--- src/rtl/vend_pkg.sv ---
package vend_pkg;
   typedef enum logic [1:0] {
      COIN_NONE = 2'd0,
      COIN_NICKEL = 2'd1,
      COIN_DIME = 2'd2
   } coin_e;

   // three-state structure: encoding fixed at 00/01/10, 11 unused
   typedef enum logic [1:0] {
      MLY_ZERO = 2'b00,
      MLY_FIVE = 2'b01,
      MLY_TEN  = 2'b10
   } mly_state_e;

   typedef enum logic [2:0] {
      MOR_ZERO    = 3'd0,
      MOR_FIVE    = 3'd1,
      MOR_TEN     = 3'd2,
      MOR_VEND    = 3'd3,
      MOR_VENDCHG = 3'd4
   } mor_state_e;

   typedef struct packed {
      logic vend;
      logic change;
   } payout_t;
endpackage

--- src/rtl/vend_coin_decode.sv ---
module vend_coin_decode
   import vend_pkg::*;
(
   input  logic  nickel_i,
   input  logic  dime_i,
   output coin_e coin_o
);
   always_comb begin
      unique case ({dime_i, nickel_i})
         2'b01:   coin_o = COIN_NICKEL;
         2'b10:   coin_o = COIN_DIME;
         default: coin_o = COIN_NONE;
      endcase
   end
endmodule

--- src/rtl/vend_mealy_core.sv ---
module vend_mealy_core
   import vend_pkg::*;
(
   input  logic    clk,
   input  logic    rst,
   input  coin_e   coin_i,
   output payout_t pay_o
);
   mly_state_e state_q, state_d;
   payout_t    pay_raw;

   always_ff @(posedge clk) begin
      if (rst) state_q <= MLY_ZERO;
      else     state_q <= state_d;
   end

   always_comb begin
      state_d = state_q;
      pay_raw = '0;
      unique case (state_q)
         MLY_ZERO: begin
            if (coin_i == COIN_NICKEL)    state_d = MLY_FIVE;
            else if (coin_i == COIN_DIME) state_d = MLY_TEN;
         end
         MLY_FIVE: begin
            if (coin_i == COIN_NICKEL) state_d = MLY_TEN;
            else if (coin_i == COIN_DIME) begin
               state_d      = MLY_ZERO;
               pay_raw.vend = 1'b1;
            end
         end
         MLY_TEN: begin
            if (coin_i != COIN_NONE) begin
               state_d        = MLY_ZERO;
               pay_raw.vend   = 1'b1;
               pay_raw.change = (coin_i == COIN_DIME);
            end
         end
         default: state_d = MLY_ZERO;
      endcase
   end

   assign pay_o = rst ? '0 : pay_raw;
endmodule

--- src/rtl/vend_moore_core.sv ---
module vend_moore_core
   import vend_pkg::*;
(
   input  logic    clk,
   input  logic    rst,
   input  coin_e   coin_i,
   output payout_t pay_o
);
   mor_state_e state_q, state_d;

   always_ff @(posedge clk) begin
      if (rst) state_q <= MOR_ZERO;
      else     state_q <= state_d;
   end

   always_comb begin
      state_d = state_q;
      unique case (state_q)
         MOR_ZERO: begin
            if (coin_i == COIN_NICKEL)    state_d = MOR_FIVE;
            else if (coin_i == COIN_DIME) state_d = MOR_TEN;
         end
         MOR_FIVE: begin
            if (coin_i == COIN_NICKEL)    state_d = MOR_TEN;
            else if (coin_i == COIN_DIME) state_d = MOR_VEND;
         end
         MOR_TEN: begin
            if (coin_i == COIN_NICKEL)    state_d = MOR_VEND;
            else if (coin_i == COIN_DIME) state_d = MOR_VENDCHG;
         end
         default: state_d = MOR_ZERO;
      endcase
   end

   always_comb begin
      pay_o = '0;
      if (state_q == MOR_VEND) pay_o.vend = 1'b1;
      if (state_q == MOR_VENDCHG) begin
         pay_o.vend   = 1'b1;
         pay_o.change = 1'b1;
      end
   end
endmodule

--- src/rtl/coin_vend_ctrl.sv ---
module coin_vend_ctrl
   import vend_pkg::*;
#(
   parameter int unsigned USE_MOORE = 0
)(
   input  logic clk,
   input  logic rst,
   input  logic nickel_i,
   input  logic dime_i,
   output logic vend_o,
   output logic change_o
);
   localparam bit MOORE_SEL = (USE_MOORE == 1);

   coin_e   coin;
   payout_t pay;

   if (USE_MOORE > 1) begin : g_param_bad
      $error("coin_vend_ctrl: USE_MOORE must be 0 or 1");
   end

   vend_coin_decode dec_i (
      .nickel_i (nickel_i),
      .dime_i   (dime_i),
      .coin_o   (coin)
   );

   if (MOORE_SEL) begin : g_moore
      vend_moore_core core_i (
         .clk    (clk),
         .rst    (rst),
         .coin_i (coin),
         .pay_o  (pay)
      );
   end else begin : g_mealy
      vend_mealy_core core_i (
         .clk    (clk),
         .rst    (rst),
         .coin_i (coin),
         .pay_o  (pay)
      );
   end

   assign vend_o   = pay.vend;
   assign change_o = pay.change;
endmodule

--- config.mk ---
export PLATFORM = sky130hd
export DESIGN_NAME = coin_vend_ctrl
export DESIGN_NICKNAME = d
export VERILOG_FILES = /design/src/rtl/vend_pkg.sv /design/src/rtl/vend_coin_decode.sv /design/src/rtl/vend_mealy_core.sv /design/src/rtl/vend_moore_core.sv /design/src/rtl/coin_vend_ctrl.sv
export SDC_FILE = /design/constraint.sdc
export NUM_CORES = 1
export LEC_CHECK = 0
export ABC_CLOCK_PERIOD_IN_PS = 2300
export BUFFER_PORTS_ARGS = -buffer_cell sky130_fd_sc_hd__buf_2
export CAP_MARGIN = 20
export CORE_AREA = 2 2 39 41
export DETAILED_ROUTE_END_ITERATION = 16
export DIE_AREA = 0 0 41 43
export PLACE_DENSITY_LB_ADDON = 0.3
export SYNTH_ARGS = -nofsm -noshare
export SYNTH_HDL_FRONTEND = slang
export SYNTH_SLANG_ARGS = --single-unit
--- constraint.sdc ---
create_clock -name clk -period 2.3 [get_ports clk]
set_input_delay 0.23 -clock clk [delete_from_list [all_inputs] [get_ports clk]]
set_output_delay 0.23 -clock clk [all_outputs]
set_load 0.005 [all_outputs]
Yosys cells after proc, flatten, opt, wreduce, memory -nomap -nowiden:

Cells that the tools add are included.

* eq/ne operators: 9
* divide/modulo/power cells: 0
* shift-type cells: 0
* $mul: 0
* add/subtract/negate cells: 0
* multiplexer cells: 13
* order comparisons: 0
* reductions and logical operators: 3
* bitwise gates (word level): 0

Operators with widths (number)
* 2-bit two-way mux: 7
* 2-bit by 1-bit == test with 1-bit output (second input constant): 3
* 2-bit == test (second input constant): 3
* 3-bit by 1-bit inequality test with 1-bit output (second input constant): 2
* 2-bit case mux with 3 select lines: 1
* 2-bit case mux with 2 select lines: 1
* 1-bit two-way mux: 3
* 3-bit AND reduction: 1
* 2-bit zero test: 1
* 2-bit by 1-bit inequality test with 1-bit output (second input constant): 1
* 1-bit case mux with 2 select lines: 1
* 2-bit nonzero test: 1

* output and inout bits: 2
* ROM bits: 0
* input bits: 4
* memory bits (writable): 0
* memories kept: 0
* bits in registers: 2
* logic and storage cells: 26
* latch bits: 0

Longest topological paths before layout:

Gate-level depths: netlist of run 1.

* word-level depth: 7
* gate-level depth with buffers: 5
* gate-level depth less buffers: 5

Hierarchy:

From an unflattened synthesis of run 1, not the netlist that was laid out.

* cells, all modules: 27
* area, all modules: 234.0 µm²

Modules (own cells, without submodules)
* vend_mealy_core: sequential area each 40.0 µm², instances 1, cells each 25, area each 219.0 µm²
* vend_coin_decode: sequential area each 0.0 µm², instances 1, cells each 2, area each 15.0 µm²

Worst setup path after synthesis of run 1:

Ideal clock, no wire load.

* kind: register to register
* start point: register g_mealy.core_i.state_q[0]
* end point: register g_mealy.core_i.state_q[0]
* buffers on the path: 0
* cell stages (with the launch flop): 6
* clock period less this slack: 1.216 ns
* slack: 1.084 ns
* setup time: 0.074 ns
* arrival: 1.142 ns
* data required time: 2.226 ns
* cell sequence: dfxtp_1 -> inv_1 -> ha_1 -> nor2_1 -> or4_1 -> a31oi_1

* word-level cells in the longest chain between the ends: 3
* elaborated cells on any way between the ends: 8
* those cells by class: eq/ne (5); mux (1); reduce/logical (2)

RTL lines
* start: declaration: line vend_mealy_core.sv:9 `mly_state_e state_q, state_d;`
* start signal: assignment: line vend_mealy_core.sv:14 `else state_q <= state_d;`
* 2-bit by 1-bit == test with 1-bit output, or another cell as far along: line vend_mealy_core.sv:20 `unique case (state_q)`
* 3-bit by 1-bit inequality test with 1-bit output (no source line) / 2-bit by 1-bit inequality test with 1-bit output (equally long branches)
* 3-bit AND reduction (no source line)

Several ways; a longest one is shown, not always the timed one.
A chain may end at the register's enable or synchronous reset.

Worst setup path in the final report of run 1:

* start point: register g_mealy.core_i.state_q[0]
* end point: output port vend_o

* word-level cells in the longest chain between the ends: 3
* elaborated cells on any way between the ends: 4
* those cells by class: eq/ne (2); mux (2)

RTL lines
* 2-bit == test / 2-bit by 1-bit == test with 1-bit output (equally long branches): line vend_mealy_core.sv:20
* 1-bit case mux with 2 select lines (*): line vend_mealy_core.sv:20
* 2-bit two-way mux (*): line vend_mealy_core.sv:43 `assign pay_o = rst ? '0 : pay_raw;`
* end: declaration: line coin_vend_ctrl.sv:10 `output logic vend_o,`

Every way passes the cells marked *; elsewhere a longest branch is shown, timed or not.

==> qor.yml, run 1 <==
ir_drop_mv: 0.142
ys_types: 14
worstPathArrival_ps: 1270
drive_gt1_share_pct: 22.9
min_path_type: "input port to flop"
htree_levels: 1
finalWeightedCongestion: 0.679
dieWidth_um: 41
worstPathMaxFanout: 4
synth_top_area_share_pct: 33.7
rsz0062_at_grt: "false"
status: "finished, final reports clean"
rows: 14
worst_pin_slew_ps: 193
slowest_stage: "dfxtp_1"
finalHoldViolations: 0
cts_resized: 0
track_usage_pct: 4.60
yosysWarnings: 0
wire_per_inst_um: 8.27
antenna_left: 0
largest_reg_flops: 2
synth_area_leaders: "ha_1, dfxtp_1, inv_1, mux2i_1, nand3_1"
setup_viol: 0
start_kind: "flop"
clk_pin_slew_ps: 30
portBuffers: 5
min_period_over_period_pct: 65.0
drt-initial-drc-count: 1
path_buf_inv: 2
top_regs: "g_mealy.core_i.state_q x2"
finClkSkew_ps: 0.428
drc: 0
grt_max_degree: 6
post_cts_buffers: 0
grt_first_pass_wirelength_um: 579
syn_inst: 27
critPathKind: "flop to output pin"
n_antenna_cell: 0
ys_ff_latch: 2
insertion_delay_ps: 220
cts_root_buf: "clkbuf_4"
cts_hold_buf: 0
antenna_found_initial: 0
grt_pass1_vias: 164
setup_tns_ps: 0
drt-vias-per-instance: 4.12
fin_nets: 47
vias: 210
required_ps: 2070
fp.coreArea_um2: 1380
numCtsBuffers: 3
cts_tree: "yes"
clockBufferDepth: 2
num_io_pins: 6
fin_util_pct: 21.0
yosysSeqAreaShare_pct: 18.0
drv_cap: 0
initial_utilization_pct: 16.1
clkSinkCount: 2
postRouteWirelength_um: 422
dieArea_um2: 1760
path_cells: "inv_1, ha_1, a22oi_1, nor3b_1, buf_2"
period_needed_ps: 1500
synth_area_leader_cell: "ha_1"
avgSynthCellArea_um2: 8.25
max_slew_margin_pct: 87.0
slew_violations: 0
die_height_um: 43
p_total_w: 0.000188
dp_hpwl_um: 364
crit_path_end_kind: "output pin"
p_per_area_nw_per_um2: 646
cp_top_family: "flip-flops"
cp_slowest_stage_delay_ps: 350
syn_to_final_growth_pct: 30.3
synth_nets: 37
max_flop_register: "g_mealy.core_i.state_q"
firstDrtPassIters: 2
synth_area_um2: 223
overflow: 0
fmax_mhz: 669
total_leakage_power_nw: 0.143
[cell type report]
type                    instances  area, µm²
multi-input cells              20        164
well taps                      16       20.0
flip-flops and latches          2       40.0
fillers                       152       1090
clock buffers                   3       22.5
inverters                       5       18.8
repair buffers                  5       25.0
[cells in the mapped netlist]
cell type and number:
a31oi_1 1, o31ai_1 1, a211oi_1 1, ha_1 6
or4_1 1, mux2i_1 1, nor2_1 2, nand3_1 2
o311a_1 1, a22oi_1 1, nand2_1 2, inv_1 5
nor3b_1 1, dfxtp_1 2
[layout by cell type (no fill, tap or decap)]
cell      netlist  routed
ha_1            6       6
or4_1           1       1
nand2_1         2       2
o31ai_1         1       1
buf_2           0       5
a31oi_1         1       1
nor3b_1         1       1
o311a_1         1       1
inv_1           5       5
a211oi_1        1       1
nor2_1          2       2
mux2i_1         1       1
a22oi_1         1       1
dfxtp_1         2       2
clkbuf_4        0       3
nand3_1         2       2
[per-layer routing]
layer | vias to the layer above | track usage [%] | share of wire (%)
met5 | - | 0 | 0
met4 | 0 | 2.00 | 0
met3 | 0 | 0 | 1.4
met2 | 3 | 8.44 | 48
met1 | 94 | 5.06 | 50
li1 | 113 | - | -
[final timing paths]
path | to | startpoint | depth (start not counted) | slack (ps)
worst max-delay path | vend_o | g_mealy.core_i.state_q[0]$_SDFFE_PP0P_ | 5 | 800
worst min-delay path | g_mealy.core_i.state_q[0]$_SDFFE_PP0P_ | rst | 2 | 230
worst max register to register | g_mealy.core_i.state_q[0]$_SDFFE_PP0P_ | g_mealy.core_i.state_q[1]$_SDFFE_PP0P_ | 5 | 970
worst min register to register | g_mealy.core_i.state_q[0]$_SDFFE_PP0P_ | g_mealy.core_i.state_q[0]$_SDFFE_PP0P_ | 2 | 510
[where the power goes]
group          leakage (nW)  internal, W  switching (W)
clock network        0.0138    0.0000574      0.0000181
logic                 0.113    0.0000303      0.0000359
registers            0.0165    0.0000413     0.00000444
total                 0.143     0.000129      0.0000585
[logic make-up after synthesis]
| family | count (synthesis) | share of synthesized area, % |
|---|---|---|
| AOI/OAI and AO/OA | 5 | 17.4 |
| adders and majority gates | 6 | 33.7 |
| buffers and inverters | 5 | 8.43 |
| DFF | 2 | 18.0 |
| muxes | 1 | 4.49 |
| and+or+nand+nor | 8 | 18.0 |
[per-stage QoR]
stage	hold slack, ps	std cells	worst slack (ps)	cell area (µm²)
2_1_floorplan	299	27	1080	223
3_3_place_gp	451	48	938	268
3_5_place_dp	457	48	913	268
4_1_cts	221	51	790	290
5_1_grt	230	51	744	290
6_report	226	51	805	290
Power figures use the tool's default switching activity.
==> run 2: changes to the inputs <==
--- a/config.mk
+++ b/config.mk
@@ -5,7 +5,8 @@
 export SDC_FILE = /design/constraint.sdc
 export NUM_CORES = 1
 export LEC_CHECK = 0
-export ABC_CLOCK_PERIOD_IN_PS = 2300
+export ABC_AREA = 1
+export ABC_CLOCK_PERIOD_IN_PS = 1500
 export BUFFER_PORTS_ARGS = -buffer_cell sky130_fd_sc_hd__buf_2
 export CAP_MARGIN = 20
 export CORE_AREA = 2 2 39 41
==> constraint.sdc (replaced) <==
create_clock -name clk -period 1.5 [get_ports clk]
set_input_delay 0.15 -clock clk [delete_from_list [all_inputs] [get_ports clk]]
set_output_delay 0.15 -clock clk [all_outputs]
set_load 0.005 [all_outputs]
==> run 2 against run 1 <==
  * First-iteration DRC count increased to 5.0 times the previous value
  * Critical path depth grew 2
  * Core utilization increased by 0.54 points
  * Clock power up 55%
  * Synthesized cell count grew 30%
  * Hold slack worse by 87 ps
  * Critical path type unchanged
  * Largest power group unchanged
  * Highest routed layer unchanged
==> qor.yml, run 2 <==
htree_levels: 1
layout_setup_ws_ps: 131
yosysWarnings: 0
yosysMostFrequentCell: "inv_1"
path_buf_inv: 3
fillers: 158
startpoint: "g_mealy.core_i.state_q[0]$_SDFFE_PP0P_"
fin_nets: 55
critPathCapture: "vend_o"
pre_cts_slack_ps: 336
syn_to_final_growth_pct: 29.3
critPathKind: "flop to output pin"
cts_hold_buf: 0
synth_area_leader_cell: "ha_1"
cts_root_buf: "clkbuf_4"
dp_hpwl_um: 340
max_flop_register: "g_mealy.core_i.state_q"
drt-initial-drc-count: 5
synth_area_um2: 230
synth_area_leaders: "ha_1, dfxtp_1, inv_1, nand2_1, nor2_1"
r2r-start: "g_mealy.core_i.state_q[0]$_SDFFE_PP0P_"
antenna_found_initial: 0
largest_reg_flops: 2
firstDrtPassIters: 4
antenna_left: 0
max_slew_margin_pct: 90.6
drv_cap: 0
dieArea_um2: 1760
setup_viol: 0
multi_input_area_um2: 156
dieWidth_um: 41
p_per_area_nw_per_um2: 945
ys_types: 11
rows: 14
cp_slowest_stage_delay_ps: 310
r2r-end: "g_mealy.core_i.state_q[1]$_SDFFE_PP0P_"
min_delay_path_depth: 2
syn_inst: 35
die_height_um: 43
p_clk_share_pct: 41.4
final_common_cell: "inv_1"
start_kind: "flop"
ir_drop_mv: 0.456
comb_power_share_pct: 34.6
wire_per_inst_um: 6.76
finalWeightedCongestion: 0.705
n_antenna_cell: 0
initial_utilization_pct: 16.6
synth_edf_count: 0
avgSynthCellArea_um2: 6.58
overflow: 0
cp_top_family: "flip-flops"
postRouteWirelength_um: 399
grt_pass1_vias: 175
setup_tns_ps: 0
cts_tree: "yes"
clockBufferDepth: 2
synth_ff_type: "dfxtp_1"
grt_max_degree: 5
status: "finished, final reports clean"
yosysSeqAreaShare_pct: 17.4
slew_violations: 0
worstPathArrival_ps: 1220
worstPathMaxFanout: 3
synth_top_area_share_pct: 32.6
finClkSkew_ps: 2.33
clk_pin_slew_ps: 30
finalHoldViolations: 0
worst_pin_slew_ps: 140
portBuffers: 5
cpMostUsedCell: "inv_1"
cp.depth: 7
num_io_pins: 6
drc: 0
rsz0062_at_grt: "false"
grt_first_pass_wirelength_um: 669
seq_power_share_pct: 24.0
ys_ff_latch: 2
place_inst: 56
min_path_type: "input port to flop"
switching_power_w: 0.0000922
synth_common_cells: "inv_1, nand2_1, ha_1"
post_cts_buffers: 0
synth_nets: 45
required_ps: 1350
clkSinkCount: 2
crit_path_end_kind: "output pin"
vias: 228
drive_gt1_share_pct: 23.3
drt-vias-per-instance: 3.86
path_cells: "inv_1, ha_1, inv_1, o22ai_1, nand2_1, nor2_1, buf_2"
top_regs: "g_mealy.core_i.state_q x2"
numCtsBuffers: 3
fp.coreArea_um2: 1380
cts_resized: 0
p_sw_share_pct: 32.8
period_needed_ps: 1370
r2r_setup_slack_ps: 390
min_period_over_period_pct: 91.3
track_usage_pct: 5.81
p_int_w: 0.000189
fmax_mhz: 730
slowest_stage: "dfxtp_1"
finalNonFillerCells: 59
insertion_delay_ps: 220
final_cell_mix: "inv_1, nand2_1, ha_1, buf_2, nor2_1"
rr_worst_depth: 8
total_leakage_power_nw: 0.163
regArea_um2: 40.0
synth_async_sr_flop_share_pct: 0
==> run 2: worst min path at each step <==
stage / start / to / slack, ps
floorplan: rst / g_mealy.core_i.state_q[0]$_SDFFE_PP0P_ / 210
global placement: rst / g_mealy.core_i.state_q[0]$_SDFFE_PP0P_ / 370
detailed placement: rst / g_mealy.core_i.state_q[0]$_SDFFE_PP0P_ / 370
CTS: rst / g_mealy.core_i.state_q[0]$_SDFFE_PP0P_ / 140
global route: rst / g_mealy.core_i.state_q[0]$_SDFFE_PP0P_ / 140
finish: rst / g_mealy.core_i.state_q[0]$_SDFFE_PP0P_ / 140
==> run 2: power by group through the flow <==
stage           logic, W  registers (W)  clock network (W)
4_1_cts        0.0000986      0.0000678           0.000125
3_5_place_dp   0.0000980      0.0000685                  0
6_report       0.0000974      0.0000675           0.000117
2_1_floorplan  0.0000756      0.0000672                  0
3_3_place_gp   0.0000991      0.0000684                  0
5_1_grt         0.000116      0.0000685           0.000133
==> run 2: layout make-up <==
type	count	area share [%]
repair buffers	5	8.40
well taps	16	6.72
inverters	9	11.3
multi-input cells	24	52.5
flip-flops and latches	2	13.4
clock buffers	3	7.56
==> run 2: cell families (layout without fill, tap and decap cells) <==
logic type	Yosys count	in the layout	share of synthesized area, %
AND/OR/NAND/NOR	15	15	26.6
AO/OA/AOI/OAI	3	3	8.70
adder cells (fa/ha/maj)	6	6	32.6
buffers and inverters	9	17	14.7
flip-flops	2	2	17.4
==> run 2: metrics by stage <==
| step | total power [W] | instance area (µm²) | util, % | hold WS [ps] |
|---|---|---|---|---|
| after CTS | 0.000291 | 298 | 21.5 | 135 |
| after global placement | 0.000167 | 275 | 19.9 | 369 |
| after global routing | 0.000318 | 298 | 21.5 | 141 |
| after floorplan | 0.000143 | 230 | - | 212 |
| final | 0.000282 | 298 | 21.5 | 139 |
| after detailed placement | 0.000167 | 275 | 19.9 | 370 |
==> run 2: per-layer routing <==
metal | vias to the layer above | part of all wire [%] | track usage [%]
li1 | 120 | - | -
met1 | 101 | 48 | 7.96
met2 | 7 | 47 | 6.56
met3 | 0 | 5.3 | 1.57
met4 | 0 | 0 | 6.00
met5 | - | 0 | 0
